## src/rtl/vcm_pkg.sv

```systemverilog
package vcm_pkg;
  typedef enum logic [1:0] {
    OP_CMP  = 2'd0,
    OP_POP  = 2'd1,
    OP_MADD = 2'd2,
    OP_MSUB = 2'd3
  } vcm_op_e;

  localparam logic [2:0] REL_EQ = 3'd0;
  localparam logic [2:0] REL_NE = 3'd1;
  localparam logic [2:0] REL_GT = 3'd2;
  localparam logic [2:0] REL_LT = 3'd3;
  localparam logic [2:0] REL_GE = 3'd4;
  localparam logic [2:0] REL_LE = 3'd5;

  typedef struct packed {
    vcm_op_e    op;
    logic [2:0] rel;
    logic       smode;
    logic       men;
  } vcm_cfg_t;
endpackage

```

## src/rtl/vcm_cmp.sv

```systemverilog
module vcm_cmp #(
  parameter int EW = 64
) (
  input  logic [EW-1:0] a_i,
  input  logic [EW-1:0] b_i,
  input  logic [2:0]    rel_i,
  output logic          hit_o
);
  import vcm_pkg::*;

  logic signed [EW-1:0] sa, sb;
  assign sa = a_i;
  assign sb = b_i;

  always_comb begin
    case (rel_i)
      REL_EQ:  hit_o = (sa == sb);
      REL_NE:  hit_o = (sa != sb);
      REL_GT:  hit_o = (sa >  sb);
      REL_LT:  hit_o = (sa <  sb);
      REL_GE:  hit_o = (sa >= sb);
      REL_LE:  hit_o = (sa <= sb);
      default: hit_o = 1'b0;
    endcase
  end
endmodule

```

## src/rtl/vcm_popcount.sv

```systemverilog
module vcm_popcount #(
  parameter int W  = 64,
  localparam int CW = $clog2(W + 1)
) (
  input  logic [W-1:0]  bits_i,
  output logic [CW-1:0] cnt_o
);
  always_comb begin
    cnt_o = '0;
    for (int i = 0; i < W; i++) begin
      cnt_o = cnt_o + CW'(bits_i[i]);
    end
  end
endmodule

```

## src/rtl/vcm_seq.sv

```systemverilog
module vcm_seq #(
  parameter int NE = 64,
  localparam int IW = $clog2(NE),
  localparam int LW = $clog2(NE + 1)
) (
  input  logic          clk,
  input  logic          rst_n,
  input  logic          go_i,
  input  logic [LW-1:0] vl_i,
  input  logic          drain_done_i,
  output logic          busy_o,
  output logic          iss_vld_o,
  output logic          iss_last_o,
  output logic [IW-1:0] iss_idx_o,
  output logic [LW-1:0] vl_q_o
);
  typedef enum logic [1:0] {S_IDLE, S_ISSUE, S_DRAIN} seq_state_e;

  seq_state_e    state_q, state_d;
  logic [IW-1:0] idx_q, idx_d;
  logic [LW-1:0] vl_q, vl_d;
  logic          last;
  logic          adv;

  assign last = (state_q == S_ISSUE) &&
                ((vl_q == '0) || (LW'(idx_q) == vl_q - LW'(1)));

  always_comb begin
    state_d = state_q;
    idx_d   = idx_q;
    vl_d    = vl_q;
    case (state_q)
      S_IDLE: begin
        if (go_i) begin
          state_d = S_ISSUE;
          idx_d   = '0;
          vl_d    = vl_i;
        end
      end
      S_ISSUE: begin
        if (last) state_d = S_DRAIN;
        else      idx_d   = idx_q + IW'(1);
      end
      S_DRAIN: begin
        if (drain_done_i) state_d = S_IDLE;
      end
      default: state_d = S_IDLE;
    endcase
  end

  assign adv = (state_q != S_IDLE) || go_i;

  always_ff @(posedge clk or negedge rst_n) begin
    if (!rst_n) begin
      state_q <= S_IDLE;
      idx_q   <= '0;
      vl_q    <= '0;
    end else if (adv) begin
      state_q <= state_d;
      idx_q   <= idx_d;
      vl_q    <= vl_d;
    end
  end

  assign busy_o     = (state_q != S_IDLE);
  assign iss_vld_o  = (state_q == S_ISSUE) && (LW'(idx_q) < vl_q);
  assign iss_last_o = last;
  assign iss_idx_o  = idx_q;
  assign vl_q_o     = vl_q;

  // indices advance by one per cycle while issuing
  p_idx_step_r7: assert property (@(posedge clk) disable iff (!rst_n)
    (state_q == S_ISSUE && !last) |=> (idx_q == $past(idx_q) + IW'(1)));

  // an issuing command cannot fall back to idle without draining
  p_no_abort_r9: assert property (@(posedge clk) disable iff (!rst_n)
    (state_q == S_ISSUE) |=> (state_q != S_IDLE));
endmodule

```

## src/rtl/vcm_unit.sv

```systemverilog
module vcm_unit #(
  parameter int NE = 64,
  parameter int EW = 64,
  localparam int IW = $clog2(NE),
  localparam int LW = $clog2(NE + 1)
) (
  input  logic          clk,
  input  logic          rst_n,
  input  logic          start_i,
  input  logic [1:0]    op_i,
  input  logic [2:0]    rel_i,
  input  logic          scalar_mode_i,
  input  logic          mask_en_i,
  input  logic [LW-1:0] vl_i,
  input  logic [EW-1:0] scalar_i,
  output logic          rd_en_o,
  output logic [IW-1:0] rd_idx_o,
  input  logic [EW-1:0] rd_a_i,
  input  logic [EW-1:0] rd_b_i,
  output logic          wr_en_o,
  output logic [IW-1:0] wr_idx_o,
  output logic [EW-1:0] wr_data_o,
  output logic [NE-1:0] mask_o,
  output logic [LW-1:0] popcnt_o,
  output logic          busy_o,
  output logic          done_o
);
  import vcm_pkg::*;

  // reset: asynchronous assertion, synchronous release
  logic [1:0] rsync_q;
  logic       rst_int_n;
  always_ff @(posedge clk or negedge rst_n) begin
    if (!rst_n) rsync_q <= '0;
    else        rsync_q <= {rsync_q[0], 1'b1};
  end
  assign rst_int_n = rsync_q[1];

  // command acceptance
  logic          busy;
  logic          accept, elem_go, pop_go, cmp_go;
  logic [LW-1:0] vl_eff, vl_q;
  vcm_cfg_t      cfg_q, cfg_d;
  logic [EW-1:0] scl_q, scl_d;

  assign accept  = start_i && !busy;
  assign pop_go  = accept && (vcm_op_e'(op_i) == OP_POP);
  assign elem_go = accept && (vcm_op_e'(op_i) != OP_POP);
  assign cmp_go  = accept && (vcm_op_e'(op_i) == OP_CMP);
  assign vl_eff  = (vl_i > LW'(NE)) ? LW'(NE) : vl_i;

  always_comb begin
    cfg_d = cfg_q;
    scl_d = scl_q;
    if (elem_go) begin
      cfg_d.op    = vcm_op_e'(op_i);
      cfg_d.rel   = rel_i;
      cfg_d.smode = scalar_mode_i;
      cfg_d.men   = mask_en_i;
      scl_d       = scalar_i;
    end
  end

  always_ff @(posedge clk or negedge rst_int_n) begin
    if (!rst_int_n) begin
      cfg_q <= '0;
      scl_q <= '0;
    end else if (elem_go) begin
      cfg_q <= cfg_d;
      scl_q <= scl_d;
    end
  end

  // element sequencer
  logic          iss_vld, iss_last;
  logic [IW-1:0] iss_idx;
  logic          s2_last_q;

  vcm_seq #(.NE(NE)) u_seq (
    .clk          (clk),
    .rst_n        (rst_int_n),
    .go_i         (elem_go),
    .vl_i         (vl_eff),
    .drain_done_i (s2_last_q),
    .busy_o       (busy),
    .iss_vld_o    (iss_vld),
    .iss_last_o   (iss_last),
    .iss_idx_o    (iss_idx),
    .vl_q_o       (vl_q)
  );

  assign rd_en_o  = iss_vld;
  assign rd_idx_o = iss_idx;

  // stage 1: read data arrives
  logic          s1_vld_q, s1_last_q;
  logic [IW-1:0] s1_idx_q;

  always_ff @(posedge clk or negedge rst_int_n) begin
    if (!rst_int_n) begin
      s1_vld_q  <= 1'b0;
      s1_last_q <= 1'b0;
      s1_idx_q  <= '0;
    end else begin
      s1_vld_q  <= iss_vld;
      s1_last_q <= iss_last;
      s1_idx_q  <= iss_idx;
    end
  end

  logic [EW-1:0] opb;
  logic          hit;
  logic [EW-1:0] res;

  assign opb = cfg_q.smode ? scl_q : rd_b_i;

  vcm_cmp #(.EW(EW)) u_cmp (
    .a_i   (rd_a_i),
    .b_i   (opb),
    .rel_i (cfg_q.rel),
    .hit_o (hit)
  );

  assign res = (cfg_q.op == OP_MSUB) ? (rd_a_i - opb) : (rd_a_i + opb);

  // mask register and length masks
  logic [NE-1:0] mask_q, mask_d;
  logic [NE-1:0] low_go, low_q;

  for (genvar g = 0; g < NE; g++) begin : g_low
    assign low_go[g] = (LW'(g) < vl_eff);
    assign low_q[g]  = (LW'(g) < vl_q);
  end

  always_comb begin
    mask_d = mask_q;
    if (cmp_go) begin
      mask_d = mask_q & low_go;
    end else if (s1_vld_q && cfg_q.op == OP_CMP) begin
      mask_d[s1_idx_q] = hit;
    end
  end

  // stage 2: write port, done
  logic          wr_en_d, wr_en_q;
  logic [IW-1:0] wr_idx_q;
  logic [EW-1:0] wr_data_q;
  logic          done_d, done_q;
  logic [LW-1:0] pop_cnt, pop_q;
  logic          masked_op;

  assign masked_op = (cfg_q.op == OP_MADD) || (cfg_q.op == OP_MSUB);
  assign wr_en_d   = s1_vld_q && masked_op && (!cfg_q.men || mask_q[s1_idx_q]);
  assign done_d    = s2_last_q || pop_go;

  vcm_popcount #(.W(NE)) u_pop (
    .bits_i (mask_q),
    .cnt_o  (pop_cnt)
  );

  always_ff @(posedge clk or negedge rst_int_n) begin
    if (!rst_int_n) begin
      mask_q    <= '0;
      wr_en_q   <= 1'b0;
      wr_idx_q  <= '0;
      wr_data_q <= '0;
      s2_last_q <= 1'b0;
      done_q    <= 1'b0;
      pop_q     <= '0;
    end else begin
      mask_q    <= mask_d;
      wr_en_q   <= wr_en_d;
      s2_last_q <= s1_last_q;
      done_q    <= done_d;
      if (s1_vld_q) begin
        wr_idx_q  <= s1_idx_q;
        wr_data_q <= res;
      end
      if (pop_go) pop_q <= pop_cnt;
    end
  end

  assign wr_en_o   = wr_en_q;
  assign wr_idx_o  = wr_idx_q;
  assign wr_data_o = wr_data_q;
  assign mask_o    = mask_q;
  assign popcnt_o  = pop_q;
  assign busy_o    = busy;
  assign done_o    = done_q;

  // writes stay below the latched length
  p_wr_in_range_r7: assert property (@(posedge clk) disable iff (!rst_int_n)
    wr_en_q |-> (LW'(wr_idx_q) < vl_q));

  // with masking on, a write only lands on a set mask bit
  p_mask_gate_r5: assert property (@(posedge clk) disable iff (!rst_int_n)
    (wr_en_q && cfg_q.men) |-> mask_q[wr_idx_q]);

  // a running compare never writes the register file
  p_cmp_silent_r11: assert property (@(posedge clk) disable iff (!rst_int_n)
    (busy && cfg_q.op == OP_CMP) |-> !wr_en_q);

  // during a compare, bits at or above the length stay clear
  p_high_clear_r3: assert property (@(posedge clk) disable iff (!rst_int_n)
    (busy && cfg_q.op == OP_CMP) |-> ((mask_q & ~low_q) == '0));

  // completion coincides with the unit being free
  p_done_idle_r8: assert property (@(posedge clk) disable iff (!rst_int_n)
    done_q |-> !busy);

  // the count never exceeds the mask width
  p_pop_range_r4: assert property (@(posedge clk) disable iff (!rst_int_n)
    (pop_q <= LW'(NE)));
endmodule

```

## config.mk

```make
export PLATFORM = sky130hd
export DESIGN_NAME = vcm_unit
export DESIGN_NICKNAME = d
export VERILOG_FILES = /design/src/rtl/vcm_pkg.sv /design/src/rtl/vcm_cmp.sv /design/src/rtl/vcm_popcount.sv /design/src/rtl/vcm_seq.sv /design/src/rtl/vcm_unit.sv
export SDC_FILE = /design/constraint.sdc
export NUM_CORES = 1
export LEC_CHECK = 0
export BUFFER_PORTS_ARGS = -buffer_cell sky130_fd_sc_hd__buf_2
export CELL_PAD_IN_SITES_DETAIL_PLACEMENT = 1
export CELL_PAD_IN_SITES_GLOBAL_PLACEMENT = 2
export CORE_UTILIZATION = 34
export DETAILED_ROUTE_END_ITERATION = 8
export PLACE_DENSITY_LB_ADDON = 0.1
export SYNTH_ARGS = -nofsm -noshare
export SYNTH_HDL_FRONTEND = slang
export SYNTH_SLANG_ARGS = --single-unit
```

## constraint.sdc

```tcl
create_clock -name clk -period 8.6 [get_ports clk]
set_clock_uncertainty 0.05 [all_clocks]
set_input_delay 1.72 -clock clk [delete_from_list [all_inputs] [get_ports clk]]
set_output_delay 1.72 -clock clk [all_outputs]
set_load 0.01 [all_outputs]
```

Word level (Yosys, flattened, before mapping) --
Index checks and enable logic that the tools add are counted.
Cells by class: $add $sub $neg 67, order comparisons 72, equal/unequal tests 18, muxes and demuxes 18, bitwise logic cells 1, reductions and logical operators 28
Operator list (number):
- $add 7x1->7 | 62
- $mux 64 | 4
- $lt 6x7->1 const A | 32
- $lt 5x7->1 const A | 16
- $add 64x64->64 | 1
- $and 64x64->64 | 1
- $bwmux 64 | 1
- $eq 64x64->1 | 1
- $ge 64x64->1 | 1
- $gt 64x64->1 | 1
- $le 64x64->1 | 1
- $lt 64x64->1 | 1
- $ne 64x64->1 | 1
- $sub 64x64->64 | 1
- $lt 4x7->1 const A | 8
- $lt 3x7->1 const A | 4
- $lt 1x7->1 const A | 2
- $lt 2x7->1 const A | 2
- $mux 6 | 2
- $pmux 6 s2 | 1
- $logic_and 1x1->1 | 10
- $reduce_and 4->1 | 2
- $eq 6x7->1 | 1
- $gt 7x7->1 const B | 1
- 27 further kinds | 47
Word-level totals: flip-flop bits (word level) 240, input port bits 209, logic and storage cells 223

Logic depth before layout (Yosys ltp) --
Gate-level depths: netlist (run 1).
word-level depth 63, depth in mapped cells 22, depth with buffers taken out 22

Modules after synthesis --
From an unflattened synthesis (run 1), not the netlist that was laid out.
Unflattened totals: cell total of the unflattened synthesis 2377, area total of the unflattened synthesis 20835.0 um2
Modules (own cells, without submodules):
- vcm_unit | instances 1, cells each 1830, area each 16304.4 um2
- vcm_popcount | instances 1, cells each 184, area each 1776.7 um2
- vcm_cmp | instances 1, cells each 252, area each 1739.2 um2
- vcm_seq | instances 1, cells each 111, area each 1014.7 um2

Least setup slack after synthesis (run 1) --
Ideal clock, no wire load.
kind register to register, from register mask_q[0] (netlist: mask_o[0]), to register pop_q[5] (netlist: popcnt_o[5]), arrival time 6.044 ns, data required time 8.422 ns, path slack 2.378 ns, cell stages (with the launch flop) 22, path buffers 0, period minus slack after synthesis 6.222 ns, cell sequence dfrtp_1 > ha_1 > inv_1 > fa_1 > inv_1 > fa_1 > fa_1 > fa_1 > fa_1 > fa_1 > fa_1 > inv_1 > fa_1 > inv_1 > ha_1 > nor2b_1 > o21ai_0 > nand2b_1 > a21o_1 > a21oi_1 > xor2_1 > o21ai_0
Between the ends: cells in the longest elaborated chain, start to end 63
RTL lines:
- start, declared | RTL line vcm_unit.sv:127 | logic [NE-1:0] mask_q, mask_d;
- start signal, assigned | RTL line vcm_unit.sv:171 | mask_q <= mask_d;
- $add 1x1->2 | RTL line vcm_popcount.sv:11 | cnt_o = cnt_o + CW'(bits_i[i]);
- $add 7x1->7 (62 in series) | RTL line vcm_popcount.sv:11
- end signal, assigned | RTL line vcm_unit.sv:179 | if (pop_go) pop_q <= pop_cnt;
- end, declared | RTL line vcm_unit.sv:149 | logic [LW-1:0] pop_cnt, pop_q;
Every way passes these cells. A chain may end at the register's enable or synchronous reset.

Worst setup path in the final report (run 1) --
from register mask_q[1] (netlist: mask_o[1]), to register pop_q[5] (netlist: popcnt_o[5])
Same word-level chain as after synthesis.

==> results.md, run 1 <==
- Status: completed
- Mux share of post-synthesis cell area: roughly 7.5%
- Area leader, netlist: dfrtp_1
- Final Instance Count excl. Fillers: approximately 3,800
- FP Rows: between 90 and 100
- Critical path type: flip-flop to flip-flop
- Synthesized-area fraction occupied by and/or/nand/nor cells: about a fifth
- Clk Tree Root Cell: clkbuf_16
- Fillers: 7,574
- Synth async-reset ratio: 100%
- Final nets: roughly 3,300
- Antenna violations before repair: 4
- DRC: 0
- Worst path most repeated cell: fa_1
- Syn_area_per_cell: 7.97 sq um
- Critical path's slowest cell: fa_1
- Top-area cell type share of the netlist area: ~28%
- Grt total ovfl: 0
- Final hold violation count: 0
- DP Wirelength: 68,400 um
- Most common cell after layout, fill and taps aside: nand2_1
- Distinct cells, synth: 88
- Xor/xnor share of the synthesized area: ~3%
- Slew headroom: about 24%
- Die area: approximately 63,000 sq um
- GP Congestion: about 0.89
- PD cells: ~150 nW/um^2
- Initial DRC count: approximately 1,300
- Slowest stage delay, CP: 0.59 ns
- HP Class: flip-flop to flip-flop
- CP endpoint kind: flip-flop
- Core area: 61,700 sq um
- DIE HEIGHT: 252 um
- I/O Pins: 360
- Routed WL: ~88,000 um
- Synth Area in Compound Gates: around a fifth
- CP Launch Type: flip-flop
- Post-synth EDFFs: 0
- Arrival @ worst endpoint: just under 7 ns
- Largest net degree at the start of global routing: approximately 140
- Skew-Pair Late Insertion Delay: slightly below 0.6 ns
- Maximum fanout along the worst path: 4
- Yosys reg bits: 240
- Cells after synthesis: ~2,700
- CTS Buffer Depth: 3
- Vias: approximately 21,000
- Routed Antenna Nets: 0
- Vias per inst: approximately 5.5
- Sequential area share after synthesis: between 20% and 30%
- GRT Util Overall: 27.5%
- Placed cell count: roughly 3,700
- Buf/Inv on CP: 4
- Input/output buffers: 359
- Crit-path leading delay family: adder cells
- Starting density of the core: about 34%
- 1st-pass router iterations: 5
- Synth Area in Adders: approximately 14%
- CTS buffer count: 34
- CP Cell Sequence: ha_1, inv_1, fa_1, inv_1, fa_1, fa_1, fa_1, fa_1, fa_1, fa_1, inv_1, fa_1, inv_1, ha_1, nor2b_1, o21ai_0, nand2b_1, a21o_1, a21oi_1, xor2_1, o21ai_0
- Top cells by area, synth: dfrtp_1 (28%), ha_1 (9.0%), nand2_1 (7.1%)
- Ys flop type: dfrtp_1
- Yosys warns: 0
- Hold_buf cts: 0
- Max frequency: roughly 150 MHz
- Syn nets: 3,078
- Setup TNS: 0 ns
- First-pass GRT wire length: around 130,000 um
- Worst-Margin Slew: around 1.1 ns
- Fin crit period: ~6.6 ns
- Most frequent cells in the layout: nand2_1 (399), buf_2 (359), dfrtp_1 (237), inv_1 (221), a21oi_1 (215)
- Clock Sink Count: 240
- RSZ-0062 raised after global routing: false
- CTS tree: yes
- H-Tree Depth: 2
- Post-CTS Setup Inserts: 0
- PostCTS Resize Cnt: 0
- Max-capacitance violation count: 0
- Peak VDD IR: around 0.00014 V
- LEAKAGE: approximately 12 nW
- Worst Path Required: around 9 ns
- Inserted Diodes: 0
- Final worst-path cycle share: around 77%
- Clk slew on worst S/H paths: 0.06 ns
- Layout cells sized above 1: between 10% and 20%
- Largest family of logic cells by synthesized area: simple AND/OR/NAND/NOR gates
- Final Setup Violations: 0
- Die W: approximately 250 um
- Vias in the first global route: ~22,000
- Pins Over Slew Limit: 0
- P&R area growth vs syn: 17.2%
- Mapped Area: roughly 21,000 sq um
- Routed WL per cell: about 23 um
## cells by family (layout without fill, tap and decap cells)
kind of cell             Yosys count  after routing
flip-flops                       240            240
buffers and inverters            368            663
XOR/XNOR                          73             73
AO/OA/AOI/OAI                    685            685
adder cells (fa/ha/maj)          208            208
other                              1              1
AND/OR/NAND/NOR                  946            946
multiplexers                     140            140
## routing by layer
| layer | wire [um] | global-route usage (%) | vias up |
|---|---|---|---|
| li1 | - | - | 9770 |
| met1 | 39800 | 36.8 | 10405 |
| met2 | 40000 | 44.1 | 613 |
| met3 | 4900 | 4.80 | 162 |
| met4 | 3130 | 9.98 | 2 |
| met5 | 8 | 0 | - |
## cell type report
| class | instances | area [sq um] | share of cell area (%) |
|---|---|---|---|
| clock inverters | 19 | 274 | 1.10 |
| inverters | 223 | 837 | 3.37 |
| well taps | 837 | 1050 | 4.21 |
| flip-flops and latches | 240 | 6020 | 24.2 |
| repair buffers | 379 | 1960 | 7.88 |
| multi-input cells | 2053 | 13800 | 55.5 |
| clock buffers | 42 | 931 | 3.74 |
## registers in the layout (all words and copies together) (netlist names)
name and cells:
u_seq.vl_q_o 7, s2_last_q 1, s1_idx_q 6, s1_last_q 1
s1_vld_q 1, done_o 1, u_seq.state_q 2, mask_o 64
wr_idx_o 6, scl_q 64, rsync_q 2, cfg_q 7
popcnt_o 7, u_seq.iss_idx_o 6, wr_data_o 64, wr_en_o 1
## final timing paths
kind / slack (ns) / end / depth (start not counted) / start
min reg2reg: 0.29 / rsync_q[1] / 0 / rsync_q[0]
max reg2reg: 2.00 / popcnt_o[5] / 21 / mask_o[1]
min: 0.29 / rsync_q[1] / 0 / rsync_q[0]
min in group asynchronous: 0.32 / wr_data_o[12] / 0 / rsync_q[1]
max in group asynchronous: 6.90 / cfg_q[3] / 1 / rsync_q[1]
max: 2.00 / popcnt_o[5] / 21 / mask_o[1]
## through the flow
| step | power, mW | utilization [%] | instance area (sq um) | worst slack, ns | hold WS, ns |
|---|---|---|---|---|---|
| global placement | 2.16 | 38.3 | 23700 | 2.13 | 0.288 |
| finish | 3.71 | 40.3 | 24900 | 2.00 | 0.294 |
| CTS | 3.76 | 40.3 | 24900 | 1.98 | 0.297 |
| floorplan | 1.82 | - | 21200 | 1.37 | 0.281 |
| detailed placement | 2.18 | 38.3 | 23700 | 2.02 | 0.286 |
| global route | 3.88 | 40.3 | 24900 | 1.74 | 0.306 |
## power breakdown
group / leakage, nW / internal [mW] / switching (mW)
registers: 3.11 / 1.20 / 0.0430
clock network: 0.595 / 0.954 / 0.599
logic: 7.92 / 0.339 / 0.581
total: 11.6 / 2.49 / 1.22
## synthesized netlist by cell type, types with 23 or more instances
cell / number
nand4_1: 24
o211ai_1: 26
a21oi_1: 215
mux2_2: 47
fa_1: 56
nand2_1: 400
o31ai_1: 35
dfrtp_1: 240
nor2b_1: 36
inv_1: 221
nand2b_1: 27
o21ai_0: 204
nand3_1: 91
mux2i_1: 83
nor4_1: 27
ha_1: 152
clkbuf_1: 100
nor3_1: 55
xnor2_1: 63
o21bai_1: 23
nor2_1: 200
## worst reg2reg max path: cells and delay by family (launching register included)
family	cells	cell delay (ns)
adder cells (fa/ha/maj)	10	4.74
AO/OA/AOI/OAI	4	0.61
flip-flops	1	0.42
buffers and inverters	4	0.24
AND/OR/NAND/NOR	2	0.24
XOR/XNOR	1	0.16
(Power assumes the default switching activity.)
==> run 2, diff against run 1 <==
- CORE_UTILIZATION: 34 -> 31
- clock period: 8.6 -> 5.45 ns (I/O delays scaled with it)
==> run 2 against run 1 <==
The run now ends with setup timing left. Maximum frequency rose by 6.0%. Via count up 2.1%. Clock power grew 55%. Total power rose by 58%. Final cell count rose by 4.0%. Die area increased by 9.6%. Count of clock-buffer cells in the layout is 6 higher. Critical endpoint is now popcnt_o[6]. Highest routed layer unchanged.
==> results.md, run 2 (synthesized netlist as in run 1, its figures left out) <==
- Status: finished with violations
- Failing checks: setup timing
- Vias in the first global route: around 23,000
- Crit path to: popcnt_o[6]
- Worst r2r path cells: 20
- Crit path from: mask_o[1]
- I/O Pins: 360
- CP Cell Sequence: ha_1, inv_1, fa_1, inv_2, fa_2, fa_1, fa_1, fa_2, fa_2, inv_2, fa_1, fa_1, fa_2, fa_2, nor2b_1, o21ai_1, nand2b_1, a21o_1, a21oi_1, o21ai_1
- Grt total ovfl: 0
- H-Tree Depth: 2
- Final hold violation count: 0
- Fillers: roughly 8,200
- Inserted Diodes: 0
- CP Launch Type: flip-flop
- Slowest stage delay, CP: 0.56 ns
- Initial DRC count: roughly 1,200
- DRC: 0
- Placed cell count: between 3,000 and 4,000
- FF-to-FF setup slack: -0.77 ns
- CTS Buffer Depth: 3
- Starting density of the core: a little under a third
- GP Congestion: 0.916
- LEAKAGE: roughly 12 nW
- Input/output buffers: between 300 and 400
- Antenna violations before repair: 9
- Max frequency: ~160 MHz
- Arrival @ worst endpoint: between 6 and 7 ns
- Worst R2R End: popcnt_o[6]
- FP Rows: 95
- Peak VDD IR: 0.000186 V
- Routed WL per cell: around 24 um
- First-pass GRT wire length: about 140,000 um
- Routed WL: between 90,000 and 100,000 um
- Largest net degree at the start of global routing: approximately 150
- 1st-pass router iterations: 5
- Core area: between 60,000 and 70,000 sq um
- DIE HEIGHT: roughly 260 um
- Final WS setup: -0.774 ns
- Pins Over Slew Limit: 0
- Skew-Pair Late Insertion Delay: a little under 0.6 ns
- R2r startpoint: mask_o[1]
- HP Class: flip-flop to asynchronous set/reset pin
- Critical path's slowest cell: fa_2
- Layout cells sized above 1: a little over a fifth
- Most common cell after layout, fill and taps aside: nand2_1
- Hold_buf cts: 0
- Setup TNS: -4.17 ns
- Buf/Inv on CP: 3
- Clk slew on worst S/H paths: approximately 0.07 ns
- DP Wirelength: 74,400 um
- Clock Sink Count: 240
- Fin crit period: slightly above 6 ns
- Register area: around 6000 sq um
- Die W: around 260 um
- Final Instance Count excl. Fillers: between 3,000 and 4,000
- GRT Util Overall: a little over a quarter
- CTS buffer count: 34
- Worst-Margin Slew: 1.11 ns
- CP endpoint kind: flip-flop
- CTS tree: yes
- Worst Path Required: 5.92 ns
- RSZ-0062 raised after global routing: true
- Crit-path leading delay family: adder cells
- Cell count along the critical path: 20
- Pre-CTS setup slack: -0.867 ns
- Final Setup Violations: 7
- Critical path type: flip-flop to flip-flop
- P&R area growth vs syn: 21.8%
- Vias per inst: 5.42
- Max-capacitance violation count: 0
- Vias: ~21,000
- PD cells: between 200 and 250 nW/um^2
- Final worst-path cycle share: 114%
- Slew headroom: approximately a quarter
- Final nets: between 3,000 and 4,000
- Most frequent cells in the layout: nand2_1 (399), buf_2 (359), dfrtp_1 (237), inv_1 (219), a21oi_1 (214)
- Maximum fanout along the worst path: 2
- Die area: 69,500 sq um
- Routed Antenna Nets: 0
- Clk Tree Root Cell: clkbuf_16
- Area of the multi-input gates: 13,800 sq um
[run 2: how the worst min path moves through the flow]
| stage | cells past startpoint | endpoint | startpoint | slack (ns) |
|---|---|---|---|---|
| CTS | 1 | rsync_q[1] | rst_n | 0.21 |
| floorplan | 0 | rsync_q[1] | rsync_q[0] | 0.28 |
| global placement | 0 | scl_q[11] | rsync_q[1] | 0.26 |
| global route | 1 | rsync_q[1] | rst_n | 0.23 |
| finish | 0 | wr_data_o[18] | rsync_q[1] | 0.24 |
| detailed placement | 0 | scl_q[11] | rsync_q[1] | 0.27 |
[run 2: layout make-up]
type / instances / area share, %
Inverter: 223 / 3.24
Multi-Input combinational cell: 2053 / 53.5
Timing Repair Buffer: 495 / 11.2
Clock buffer: 48 / 3.81
Sequential cell: 240 / 23.3
Tap cell: 873 / 4.23
Clock inverter: 12 / 0.721
[run 2: what timing repair did]
| item | 4_1_cts | 5_1_grt |
|---|---|---|
| endpoints found under the setup margin | 7 | 7 |
| resized for setup | 5 | 7 |
| buffers inserted | 0 | 1 |
| pin swaps | 2 | 1 |
| hold endpoints to repair | 0 | 0 |
[run 2: layer usage]
layer,vias to the layer above,part of all wire [%],GRT usage (%)
li1,10014,-,-
met1,10715,46,36.0
met5,-,0.074,0
met4,12,2.6,7.38
met3,126,4.5,3.73
met2,523,47,45.0
[run 2: worst register-to-register path, stage by stage (launching register included)]
cell and delay [ns]:
dfrtp_1 0.40, ha_1 0.29, inv_1 0.04, fa_1 0.49
inv_2 0.05, fa_2 0.56, fa_1 0.43, fa_1 0.52
fa_2 0.45, fa_2 0.55, inv_2 0.04, fa_1 0.51
fa_1 0.44, fa_2 0.39, fa_2 0.36, nor2b_1 0.12
o21ai_1 0.07, nand2b_1 0.12, a21o_1 0.12, a21oi_1 0.06
o21ai_1 0.11
[run 2: power breakdown]
group / internal [mW] / switching, mW
clock: 1.42 / 0.982
combinational: 0.579 / 0.941
sequential: 1.89 / 0.0692
[run 2: through the flow]
step,hold slack (ns),area [sq um],utilization (%),power [mW]
floorplan,0.281,21200,-,2.87
CTS,0.208,25800,38.3,5.97
global route,0.225,25800,38.3,6.16
finish,0.242,25800,38.3,5.88
detailed placement,0.269,24600,36.5,3.51
global placement,0.258,24600,36.5,3.49
==> run 3, diff against run 2 <==
- CORE_UTILIZATION: 31 -> 32
- SYNTH_HIERARCHICAL: not set -> 1
- TNS_END_PERCENT: not set -> 10
- clock period: 5.45 -> 5.3 ns (I/O delays scaled with it)
==> run 3 against run 2 <==
The run still ends with setup timing left. Sequential share of layout area is 1.3 points lower. Largest cell class unchanged. Global-route usage is 1.0 points lower. Design area grew 6.1%. Count of clock-buffer cells in the layout is 3 lower. Sequential cell count unchanged. Final cell count is 0.38% lower. First-iteration DRC count decreased by 19%. Die area shrank 4.8%.
==> results.md, run 3 <==
- Final worst-path cycle share: 117%
- Mux share of post-synthesis cell area: between 10% and 20%
- Synthesized-area fraction occupied by and/or/nand/nor cells: ~15%
- Maximum fanout along the worst path: 3
- Area of the multi-input gates: between 10,000 and 15,000 sq um
- Clock Sink Count: 240
- Slowest stage delay, CP: approximately 0.6 ns
- Final nets: 3,457
- RSZ-0062 raised after global routing: true
- CP Cell Sequence: inv_1, fa_1, inv_1, fa_1, fa_1, inv_1, fa_1, inv_1, fa_2, fa_1, fa_2, inv_1, fa_1, inv_1, ha_1, nor2b_4, o31a_1, a211o_1, mux2_2
- FP Rows: 93
- Worst Path Required: ~5.7 ns
- Skew-Pair Late Insertion Delay: ~0.60 ns
- Final Setup Violations: 7
- Arrival @ worst endpoint: about 6.7 ns
- Final hold slack: roughly 0.2 ns
- Yosys warns: 6
- Most frequent cells in the layout: buf_4 (377), buf_2 (359), dfrtp_1 (237), a21oi_1 (236), inv_1 (216)
- Largest net degree at the start of global routing: approximately 130
- CTS Buffer Depth: 3
- Final hold violation count: 0
- CTS buffer count: 31
- I/O Pins: between 300 and 400
- Slew headroom: between 10% and 20%
- Syn_area_per_cell: around 9 sq um
- Input/output buffers: 359
- Top-area cell type share of the netlist area: between 20% and 30%
- Initial DRC count: slightly below 1,000
- Critical path's slowest cell: fa_2
- Die area: 66,100 sq um
- CP Launch Type: flip-flop
- Failing checks: setup timing
- DIE HEIGHT: 257 um
- Largest family of logic cells by synthesized area: compound AO/OA/AOI/OAI gates
- Pins Over Slew Limit: 0
- Clk slew on worst S/H paths: roughly 0.06 ns
- CP endpoint kind: flip-flop
- Grt total ovfl: 0
- First-pass GRT wire length: between 100,000 and 150,000 um
- Xor/xnor share of the synthesized area: under 10%
- Most common cell in the netlist: a21oi_1
- Vias: 20,836
- CTS tree: yes
- Post-DP Area: about 26,000 sq um
- Routed WL per cell: around 22 um
- Vias per inst: 5.30
- Distinct cells, synth: 96
- Synth Area in Compound Gates: approximately a fifth
- Pre-CTS setup slack: -1.15 ns
- Yosys reg bits: 240
- Starting density of the core: 32.4%
- Hold_buf cts: 0
- Vias in the first global route: 22,502
- Routed WL: 87,700 um
- Buf/Inv on CP: 6
- Most common cell after layout, fill and taps aside: buf_4
- Final WS setup: -0.926 ns
- Crit-path leading delay family: adder cells
- Syn nets: 2,794
- GRT Util Overall: between 20% and 30%
- Ys flop type: dfrtp_1
- Fin crit period: 6.23 ns
- Synth Area in Adders: approximately 14%
- Max frequency: 161 MHz
- Critical path type: flip-flop to flip-flop
- Area leader, netlist: dfrtp_1
- H-Tree Depth: 1
- Final instance area: approximately 27,000 sq um
- DP Wirelength: ~73,000 um
- Cells after synthesis: 2,377
- 1st-pass router iterations: 5
- GP Congestion: ~0.9
- Layout cells sized above 1: 34.3%
- Core area: ~64,000 sq um
- Synth top cells by count: a21oi_1 (241), dfrtp_1 (240), inv_1 (217)
- Antenna violations before repair: 12
- Post-synth EDFFs: 0
- Routed Antenna Nets: 0
- Sequential area share after synthesis: between 20% and 30%
- Register area: roughly 6000 sq um
- Mapped Area: 20,800 sq um
- DRC: 0
- Fillers: slightly below 8,000
- Top cells by area, synth: dfrtp_1 (29%), mux2_2 (9.5%), ha_1 (9.2%)
- Max-capacitance violation count: 0
- Die W: 257 um
- Synth async-reset ratio: 100%
- Status: finished with violations
- P&R area growth vs syn: 31.6%
- Clk Tree Root Cell: clkbuf_16
- Worst-Margin Slew: 1.25 ns
- HP Class: input pin to asynchronous set/reset pin
run 3: changes by cell type after synthesis, moves of 26 or more:
cell / before / now
nand3_1: 91 / 39
mux2i_1: 83 / 27
xor2_1: 10 / 38
nand2_1: 400 / 168
a21oi_1: 215 / 241
mux2_2: 47 / 175
nor2_1: 200 / 133
run 3: layout make-up:
cell class / count / area share (%)
Multi-Input combinational cell: 1810 / 50.1
Sequential cell: 240 / 21.9
Timing Repair Buffer: 740 / 17.2
Tap cell: 855 / 3.90
Clock buffer: 45 / 3.39
Inverter: 217 / 2.97
Clock inverter: 12 / 0.456
Antenna cell: 10 / 0.0913
run 3: cells by family (layout without fill, tap and decap cells):
family / after synthesis / in the layout
xor+xnor: 124 / 124
simple gates: 607 / 607
compound gates: 667 / 667
buf+inv: 327 / 1014
mux: 203 / 203
other cells: 1 / 11
flops: 240 / 240
fa+ha+maj: 208 / 208
run 3: per-layer routing:
layer / wire length [um] / track usage [%]
met1: 36700 / 32.3
met2: 42700 / 43.9
met4: 2580 / 7.74
met5: 8 / 0
met3: 5710 / 5.94
run 3: timing repair:
| item | 4_1_cts | 5_1_grt |
|---|---|---|
| setup endpoints to repair | 15 | 27 |
| resized for setup | 14 | 31 |
| gates cloned | 0 | 0 |
| setup buffers | 0 | 1 |
| pin swaps | 11 | 13 |
run 3: through the flow:
stage / cells / TNS [ns] / utilization [%]
global route: 3928 / -7.41 / 42.6
finish: 3929 / -4.79 / 42.6
global placement: 3861 / -16.07 / 40.7
detailed placement: 3861 / -17.84 / 40.7
floorplan: 2377 / -3.59 / -
CTS: 3918 / -4.81 / 42.4
run 3: path summary, 6_finish.rpt:
check | start | end | slack, ns | cells past startpoint
min in group clk | s1_last_q | s2_last_q | 0.30 | 0
worst max-delay path | mask_o[49] | popcnt_o[5] | -0.93 | 19
worst min register to register | s1_last_q | s2_last_q | 0.30 | 0
worst min-delay path | rst_n | rsync_q[1] | 0.20 | 1
worst max register to register | mask_o[49] | popcnt_o[5] | -0.93 | 19
max in group asynchronous | rsync_q[1] | scl_q[59] | 3.58 | 1
Power of run 3 is left out: the tool's default activity adds up to more than one toggle a clock period on the data nets, which glitch-free logic cannot reach.
